**config.mk**
```make
export PLATFORM = sky130hd
export DESIGN_NAME = ext_area_ctrl
export DESIGN_NICKNAME = d
export VERILOG_FILES = /design/src/rtl/ext_area_pkg.sv /design/src/rtl/ext_area_cfg.sv /design/src/rtl/ext_area_decode.sv /design/src/rtl/ext_area_ctrl.sv
export SDC_FILE = /design/constraint.sdc
export NUM_CORES = 1
export LEC_CHECK = 0
export ABC_AREA = 1
export CAP_MARGIN = 30
export CORE_AREA = 5 5 82 141
export CTS_CLUSTER_DIAMETER = 100
export CTS_CLUSTER_SIZE = 30
export DETAILED_ROUTE_END_ITERATION = 16
export DIE_AREA = 0 0 87 146
export DONT_BUFFER_PORTS = 1
export PLACE_DENSITY = 0.74
export SLEW_MARGIN = 20
export SYNTH_ARGS = -nofsm -noshare
export SYNTH_HDL_FRONTEND = slang
export SYNTH_HIERARCHICAL = 1
export SYNTH_SLANG_ARGS = --single-unit
```
**constraint.sdc**
```tcl
create_clock -name clk -period 1.9 [get_ports clk]
set_clock_uncertainty 0.05 [all_clocks]
set_input_delay 0.285 -clock clk [delete_from_list [all_inputs] [get_ports clk]]
set_output_delay 0.285 -clock clk [all_outputs]
set_load 0.005 [all_outputs]
```
**src/rtl/ext_area_pkg.sv**
```systemverilog
package ext_area_pkg;

    localparam int WAIT_W = 3;
    localparam int BYTE_W = 8;
    localparam int DATA_W = 2 * BYTE_W;

    typedef enum logic [2:0] {
        ST_IDLE,
        ST_T1,
        ST_T2,
        ST_TW,
        ST_T3
    } bus_state_e;

    typedef struct packed {
        logic              wide;
        logic              three;
        logic [WAIT_W-1:0] waits;
    } area_cfg_t;

endpackage

```
**src/rtl/ext_area_cfg.sv**
```systemverilog
module ext_area_cfg
    import ext_area_pkg::*;
#(
    parameter int AREA_BITS = 3,
    localparam int NUM_AREAS = 1 << AREA_BITS
) (
    input  logic                 clk,
    input  logic                 rst_n,
    input  logic                 wr_en,
    input  logic [AREA_BITS-1:0] wr_sel,
    input  area_cfg_t            wr_cfg,
    input  logic [AREA_BITS-1:0] rd_sel,
    output area_cfg_t            rd_cfg
);

    area_cfg_t regs [NUM_AREAS];

    for (genvar g = 0; g < NUM_AREAS; g++) begin : g_area
        always_ff @(posedge clk) begin
            if (!rst_n) begin
                regs[g] <= '{wide: 1'b1, three: 1'b1, waits: '1};
            end else if (wr_en && wr_sel == AREA_BITS'(g)) begin
                regs[g] <= wr_cfg;
            end
        end
    end

    assign rd_cfg = regs[rd_sel];

endmodule

```
**src/rtl/ext_area_decode.sv**
```systemverilog
module ext_area_decode #(
    parameter int OFFSET_W  = 21,
    parameter int AREA_BITS = 3,
    localparam int ADDR_W    = OFFSET_W + AREA_BITS,
    localparam int NUM_AREAS = 1 << AREA_BITS
) (
    input  logic [ADDR_W-1:0]    addr,
    output logic [NUM_AREAS-1:0] sel
);

    logic [AREA_BITS-1:0] area;
    assign area = addr[ADDR_W-1 -: AREA_BITS];

    for (genvar g = 0; g < NUM_AREAS; g++) begin : g_sel
        assign sel[g] = (area == AREA_BITS'(g));
    end

endmodule

```
**src/rtl/ext_area_ctrl.sv**
```systemverilog
module ext_area_ctrl
    import ext_area_pkg::*;
#(
    parameter int OFFSET_W  = 21,
    parameter int AREA_BITS = 3,
    localparam int ADDR_W    = OFFSET_W + AREA_BITS,
    localparam int NUM_AREAS = 1 << AREA_BITS
) (
    input  logic                 clk,
    input  logic                 rst_n,
    input  logic                 req,
    input  logic [ADDR_W-1:0]    addr,
    input  logic                 we,
    input  logic                 word,
    input  logic [DATA_W-1:0]    wdata,
    output logic [DATA_W-1:0]    rdata,
    output logic                 done,
    input  logic                 cfg_we,
    input  logic [AREA_BITS-1:0] cfg_sel,
    input  logic                 cfg_wide,
    input  logic                 cfg_three,
    input  logic [WAIT_W-1:0]    cfg_waits,
    output logic [ADDR_W-1:0]    ext_addr,
    output logic [DATA_W-1:0]    ext_wdata,
    input  logic [DATA_W-1:0]    ext_rdata,
    output logic [NUM_AREAS-1:0] cs_n,
    output logic                 rd_n,
    output logic                 wrh_n,
    output logic                 wrl_n
);

    bus_state_e state, nxt;

    logic [ADDR_W-1:0]    addr_q;
    logic                 we_q, word_q, second_q;
    logic [DATA_W-1:0]    wdata_q, rdata_q;
    logic [BYTE_W-1:0]    hi_q;
    logic [WAIT_W-1:0]    wcnt;
    logic                 done_q;
    area_cfg_t            cfg_q, cfg_rd;
    logic [NUM_AREAS-1:0] sel;

    ext_area_cfg #(.AREA_BITS(AREA_BITS)) u_cfg (
        .clk    (clk),
        .rst_n  (rst_n),
        .wr_en  (cfg_we),
        .wr_sel (cfg_sel),
        .wr_cfg ('{wide: cfg_wide, three: cfg_three, waits: cfg_waits}),
        .rd_sel (addr[ADDR_W-1 -: AREA_BITS]),
        .rd_cfg (cfg_rd)
    );

    ext_area_decode #(.OFFSET_W(OFFSET_W), .AREA_BITS(AREA_BITS)) u_dec (
        .addr (addr_q),
        .sel  (sel)
    );

    // Which half of the access the external bus carries now
    logic             split, last_st, more, cur_a0;
    logic [BYTE_W-1:0] rbyte, wbyte;

    assign split   = word_q && !cfg_q.wide;
    assign last_st = (state == ST_T2 && !cfg_q.three) || state == ST_T3;
    assign more    = last_st && split && !second_q;
    assign cur_a0  = word_q ? second_q : addr_q[0];
    assign rbyte   = (cfg_q.wide && cur_a0) ? ext_rdata[BYTE_W-1:0]
                                            : ext_rdata[DATA_W-1:BYTE_W];
    assign wbyte   = (word_q && !second_q) ? wdata_q[DATA_W-1:BYTE_W]
                                           : wdata_q[BYTE_W-1:0];

    // Next-state logic
    always_comb begin
        nxt = state;
        unique case (state)
            ST_IDLE: if (req) nxt = ST_T1;
            ST_T1:   nxt = ST_T2;
            ST_T2: begin
                if (!cfg_q.three)            nxt = more ? ST_T1 : ST_IDLE;
                else if (cfg_q.waits != '0)  nxt = ST_TW;
                else                         nxt = ST_T3;
            end
            ST_TW:   if (WAIT_W'(wcnt + 1'b1) == cfg_q.waits) nxt = ST_T3;
            ST_T3:   nxt = more ? ST_T1 : ST_IDLE;
            default: nxt = ST_IDLE;
        endcase
    end

    // State register and access context
    always_ff @(posedge clk) begin
        if (!rst_n) begin
            state    <= ST_IDLE;
            addr_q   <= '0;
            we_q     <= 1'b0;
            word_q   <= 1'b0;
            second_q <= 1'b0;
            wdata_q  <= '0;
            rdata_q  <= '0;
            hi_q     <= '0;
            wcnt     <= '0;
            done_q   <= 1'b0;
            cfg_q    <= '{wide: 1'b1, three: 1'b1, waits: '1};
        end else begin
            state  <= nxt;
            done_q <= last_st && !more;
            if (state == ST_IDLE && req) begin
                addr_q   <= addr;
                we_q     <= we;
                word_q   <= word;
                wdata_q  <= wdata;
                cfg_q    <= cfg_rd;
                second_q <= 1'b0;
            end
            if (state == ST_T2) wcnt <= '0;
            if (state == ST_TW) wcnt <= WAIT_W'(wcnt + 1'b1);
            if (more) second_q <= 1'b1;
            if (last_st && !we_q) begin
                if (word_q && cfg_q.wide)  rdata_q <= ext_rdata;
                else if (word_q && !second_q) hi_q <= rbyte;
                else if (word_q)           rdata_q <= {hi_q, rbyte};
                else                       rdata_q <= {{BYTE_W{1'b0}}, rbyte};
            end
        end
    end

    // Output decode
    logic active, wphase, hi_en, lo_en;
    always_comb begin
        active = (state != ST_IDLE);
        wphase = (state == ST_T2) || (state == ST_TW) || (state == ST_T3);
        if (!cfg_q.wide) begin
            hi_en = 1'b1;
            lo_en = 1'b0;
        end else if (word_q) begin
            hi_en = 1'b1;
            lo_en = 1'b1;
        end else begin
            hi_en = !addr_q[0];
            lo_en = addr_q[0];
        end
        cs_n      = active ? ~sel : '1;
        rd_n      = !(active && !we_q);
        wrh_n     = !(wphase && we_q && hi_en);
        wrl_n     = !(wphase && we_q && lo_en);
        ext_addr  = {addr_q[ADDR_W-1:1], cur_a0};
        ext_wdata = (cfg_q.wide && word_q) ? wdata_q : {wbyte, wbyte};
    end

    assign rdata = rdata_q;
    assign done  = done_q;

endmodule

```
==> metrics, run 1 <==
status finished clean; delay-heaviest family, CP compound AO/OA/AOI/OAI gates; number of buffers added on ports 0; design area 0.00693 mm2; ys flop type dfxtp_1; initial antenna violation count 2; worst hold stages 2; Seq/Total Area, Yosys 0.465; CTS tree done; # rows 49; GRT overflow 0; final setup fails 0; Data arrival, critical path 1.50 ns; crit-path most repeated cell o21ai_0; Final Hold Viols 0; Yosys cell types 32; DRT iter0 DRCs 289; drt first pass iters 8; number of flops mapped to enable cells by yosys 40; Worst Path Buf+Inv 2; Final Non-Filler Cells 968; antenna viol nets, final 0; CTS Buf Count 17; Num Clock Sinks 119; Post-Syn Instances 822; Avg WL per Cell 15.9 um; Crit. End Element output pin; pwr dens 1330 mW/mm2; vias in the first global route 5164; setup TNS 0 ns; mapped cell area 0.00599 mm2; Total GRT Usage 0.237; fmax 0.546 GHz; # nets final 898; Slew HR 0.613; min Tclk post-route 1.83 ns; Final period util 0.964; worst reg2reg startpoint state[1]; DIE AREA 0.0127 mm2; MaxCap Viol Count 0; Placer Congestion 0.809; DRC viols 0; Hold Path Origin wdata[9]; H-tree depth 4; via count 5217; chip width 87 um; Clock Path Buffers 2; min-delay worst type in -> reg; slowest library cell on the worst path dfxtp_2; die height 146 um; syn avg cell area 7.28 um2; leakage power total 0.00297 uW; critical-path cell list inv_2 -> nor2_4 -> inv_6 -> o21ai_0 -> o21ai_0; CP Max Fanout 18; largest net degree at the start of global routing 59; Synth warnings 6; FF-to-FF path depth 9; CP peak stage delay 0.35 ns; first-pass GRT wire length 23500 um; Clock Latency Late Sink 0.41 ns; placed insts 903; Worst setup startpoint word_q; Stages on worst setup path 5; Clock transition at path regs 0.06 ns; startpoint class of the critical path flip-flop; post-synthesis register bit count 119; Vias/cell 5.39; critical path class reg -> out; share of layout cells above drive strength 1 0.108; Initial Utilization 0.585; Total Wirelength 15400 um; Ports 138; hold slack 0.0126 ns; peak supply drop 932 uV; worst slew pin tran 0.580 ns; Placed Area 0.00591 mm2; clk root buf clkbuf_16; Worst EP required 1.56 ns; Area Overhead vs Synth 15.8%; post-synth net total 893; HPWL after detailed placement 10300 um; pins over their slew limit 0; area of the core 0.0102 mm2; ys async rst share 0
cells in the final DEF (no fill, tap or decap), drive strengths merged:
cell,count
dlygate4sd3,26
a21oi,64
edfxtp,40
buf,17
nor2,68
clkbuf,21
or2,1
nor3,3
inv,113
nand2,270
o21ai,75
diode,1
bufinv,4
o31ai,1
clkinv,7
clkinvlp,3
and2,1
o31a,1
ha,1
dfxtp,79
nand3,40
xnor2,1
o211ai,4
stage by stage:
stage / setup WS [ns] / util / total power, uW
floorplan: 0.425 / - / 5090
global placement: 0.305 / 0.577 / 5350
detailed placement: 0.161 / 0.577 / 5420
CTS: 0.000219 / 0.671 / 9110
global route: -0.00254 / 0.677 / 9660
finish: 0.0688 / 0.677 / 9180
synth_stat cells (2+ instances only):
cell | count | area share
a21oi_1 | 64 | 0.054
nand3_1 | 38 | 0.032
nor3_4 | 3 | 0.0082
nand3_2 | 2 | 0.0033
edfxtp_1 | 40 | 0.20
o21ai_0 | 58 | 0.048
nor2_8 | 2 | 0.0067
nor2_1 | 54 | 0.034
nor2_2 | 5 | 0.0052
o211ai_1 | 3 | 0.0038
clkinv_1 | 2 | 0.0013
nand2_1 | 264 | 0.17
inv_1 | 104 | 0.065
dfxtp_1 | 79 | 0.26
nand2_2 | 5 | 0.0052
nor2_4 | 6 | 0.011
o21ai_1 | 17 | 0.014
inv_2 | 8 | 0.0050
clkbuf_1 | 14 | 0.0088
buf_4 | 28 | 0.035
buf_2 | 15 | 0.013
layout make-up:
type,instances,area [um2]
Clock inverter,11,161
Tap cell,127,159
Inverter,115,444
Timing Repair inverter,1,7.51
Sequential cell,119,2790
Fill cell,842,3310
Antenna cell,1,2.50
Clock buffer,21,514
Timing Repair Buffer,43,417
Multi-Input combinational cell,530,2440
power breakdown:
group          total (uW)  switching (uW)  leakage [uW]  internal [uW]
clock network        3590            1130      0.000331           2450
logic                2280            1520       0.00160            763
registers            3310             287       0.00104           3020
total                9180            2940       0.00297           6240
state kept, by name, summed over array words and instances (netlist names):
register    count
done            1
wdata_q        16
wcnt            3
rdata          16
second_q        1
we_q            1
u_cfg/regs     40
cfg_q           5
addr_q         24
word_q          1
hi_q            8
state           3
worst reg2reg max path: cells and delay by family, from the launching register on:
kind / cells / cell delay [ns]
buffers and inverters: 1 / 0.07
DFF: 1 / 0.43
and+or+nand+nor: 8 / 1.06
per-layer routing:
| layer | up-vias | GRT usage | share of wire |
|---|---|---|---|
| met5 | - | 0 | 0.00085 |
| li1 | 2575 | - | - |
| met3 | 64 | 0.0788 | 0.075 |
| met1 | 2349 | 0.211 | 0.33 |
| met4 | 2 | 0.142 | 0.055 |
| met2 | 227 | 0.438 | 0.54 |
timing repair:
item                                   CTS  global route
setup buffers                            0             3
gates cloned                             0             2
endpoints found under the hold margin   64             0
pin swaps                                0             2
gates resized for setup                  8            14
setup endpoints to repair               16            23
hold buffers                            27             0
cells by family after synthesis:
logic type               after synthesis  share of synthesized area
AO/OA/AOI/OAI                        145                      0.125
XOR/XNOR                               1                    0.00146
adder cells (fa/ha/maj)                1                    0.00209
buffers and inverters                174                      0.132
flip-flops                           119                      0.465
AND/OR/NAND/NOR                      382                      0.275
worst paths after layout:
check | end | slack [ns]
max | ext_wdata[5] | 0.07
min | wdata_q[9] | 0.01
max reg2reg | rdata[7] | 0.19
min reg2reg | wdata_q[12] | 0.41
Note: power is estimated with default switching activity, not from simulation.
==> run 2: changes to the inputs <==
--- a/config.mk
+++ b/config.mk
@@ -8,6 +8,7 @@
 export ABC_AREA = 1
 export CAP_MARGIN = 30
 export CORE_AREA = 5 5 82 141
+export CTS_BUF_LIST = sky130_fd_sc_hd__clkbuf_4
 export CTS_CLUSTER_DIAMETER = 100
 export CTS_CLUSTER_SIZE = 30
 export DETAILED_ROUTE_END_ITERATION = 16
==> metrics, run 2 (synthesis gave the netlist of run 1 again) <==
most frequent cells in the layout nand2_1 (262), inv_1 (104), dfxtp_1 (75); delay-heaviest family, CP flip-flops; drt first pass iters 5 (-3); startpoint class of the critical path flip-flop; Initial Utilization 0.585 (unchanged); pwr dens 1150 mW/mm2 (-13%); dpl ws 0.161 ns (unchanged); antenna viol nets, final 0 (unchanged); vias in the first global route 5395 (+4.5%); MaxCap Viol Count 0 (unchanged); largest net degree at the start of global routing 59 (unchanged); CP peak stage delay 0.37 ns (+0.02 ns); pins over their slew limit 0 (unchanged); final setup fails 0 (unchanged); HPWL after detailed placement 10300 um (unchanged); min-delay worst type in -> reg; Ports 138 (unchanged); die height 146 um (unchanged); Total GRT Usage 0.238 (+0.00153); Total Wirelength 15300 um (-0.70%); CP Max Fanout 17 (-1); min Tclk post-route 1.84 ns (+0.00672 ns); CTS tree done; DIE AREA 0.0127 mm2 (unchanged); critical-path cell list inv_2 -> nor2_4 -> inv_6 -> a21oi_1 -> o21ai_0 -> o21ai_1; status finished clean; Crit. End Element output pin; share of layout cells above drive strength 1 0.115 (+0.00657); first-pass GRT wire length 23900 um (+1.5%); DRC viols 0 (unchanged); worst slew pin tran 0.583 ns (+0.00309 ns); post-route setup slack 0.0621 ns (-0.00672 ns); initial antenna violation count 1 (-1); Top Registers u_cfg/regs (40), addr_q (24); most common cell after layout, fill and taps aside nand2_1; # nets final 937 (+4.3%); Clock Path Buffers 2 (unchanged); CTS Buf Count 17 (unchanged); Worst EP required 1.56 ns (about the same); Largest register FFs 40 (unchanged); hold slack 0.0481 ns (+0.0355 ns); fmax 0.544 GHz (-0.37%); placed insts 903 (unchanged); Avg WL per Cell 15.2 um (-4.5%); RSZ-0062 raised after global routing yes; Largest Register u_cfg/regs; clk root buf clkbuf_4; DRT iter0 DRCs 309 (+6.9%); Num Clock Sinks 119 (unchanged); Final Hold Viols 0 (unchanged); GRT overflow 0 (unchanged); Data arrival, critical path 1.50 ns (about the same); peak supply drop 759 uV (-19%); Slew HR 0.611 (-0.00206); chip width 87 um (unchanged); Vias/cell 5.35 (-0.81%); FILL cells 815 (-3.2%); leakage power total 0.00302 uW (+1.6%); area of the core 0.0102 mm2 (unchanged); Final Non-Filler Cells 1007 (+4.0%); critical path class reg -> out; H-tree depth 4 (unchanged); Clock transition at path regs 0.11 ns (+0.05 ns); Clock Latency Late Sink 0.50 ns (+0.09 ns); setup TNS 0 ns (unchanged); via count 5383 (+3.2%); Placer Congestion 0.809 (unchanged); # rows 49 (unchanged); number of buffers added on ports 0 (unchanged); Final period util 0.967 (+0.00353); Worst Path Buf+Inv 2 (unchanged); slowest library cell on the worst path dfxtp_2; Area Overhead vs Synth 18.3%
[run 2: cell types whose count changed in the layout (fill, tap and decap cells not counted), moves of 5 or more]
cell,change
o21ai_1,+5
o21ai_0,-11
clkbuf_4,+17
dlygate4sd3_1,+41
clkbuf_16,-20
o21ai_2,+6
[run 2: metal layers]
layer | track usage | up-vias | routed length, um
met5 | 0 | - | 0
met4 | 0.156 | 0 | 744
met3 | 0.0663 | 64 | 1020
met2 | 0.440 | 254 | 8360
met1 | 0.215 | 2419 | 5160
li1 | - | 2646 | -
[run 2: path summary, 6_finish.rpt]
| path | start | to | slack [ns] | depth (start not counted) |
|---|---|---|---|---|
| worst max register to register | word_q | rdata[7] | 0.17 | 9 |
| worst max-delay path | word_q | ext_wdata[10] | 0.06 | 6 |
| worst min register to register | wdata_q[10] | wdata_q[10] | 0.43 | 2 |
| worst min-delay path | ext_rdata[10] | rdata[10] | 0.05 | 4 |
[run 2: layout make-up]
class | instances | area [um2] | share of cell area
flip-flops and latches | 119 | 2790 | 0.394
clock inverters | 15 | 255 | 0.0360
inverters | 115 | 447 | 0.0631
multi-input cells | 529 | 2470 | 0.349
diodes | 1 | 2.50 | 0.000353
repair buffers | 84 | 831 | 0.117
well taps | 127 | 159 | 0.0224
clock buffers | 17 | 128 | 0.0180
[run 2: power by group]
group	switching [uW]	internal (uW)	total, uW
Combinational	1580	857	2440
Sequential	301	3020	3330
Clock	946	1430	2370
Total	2830	5310	8140
[run 2: timing repair]
action	4_1_cts	5_1_grt
hold endpoints to repair	96	0
setup endpoints to repair	17	33
hold buffers	68	0
resized for setup	28	20
buffers inserted	2	1
pin swaps	1	2
[run 2: tightest hold or removal path, cell delays in order]
cell and delay [ns]:
nand2_1 0.04, o21ai_0 0.08, nand3_1 0.09, a21oi_1 0.06
[run 2: stage by stage]
step,util,instance area [um2],total power (uW)
finish,0.692,7080,8140
global route,0.692,7080,8640
CTS,0.685,7020,8030
detailed placement,0.577,5910,5420
global placement,0.577,5910,5350
floorplan,-,5990,5090
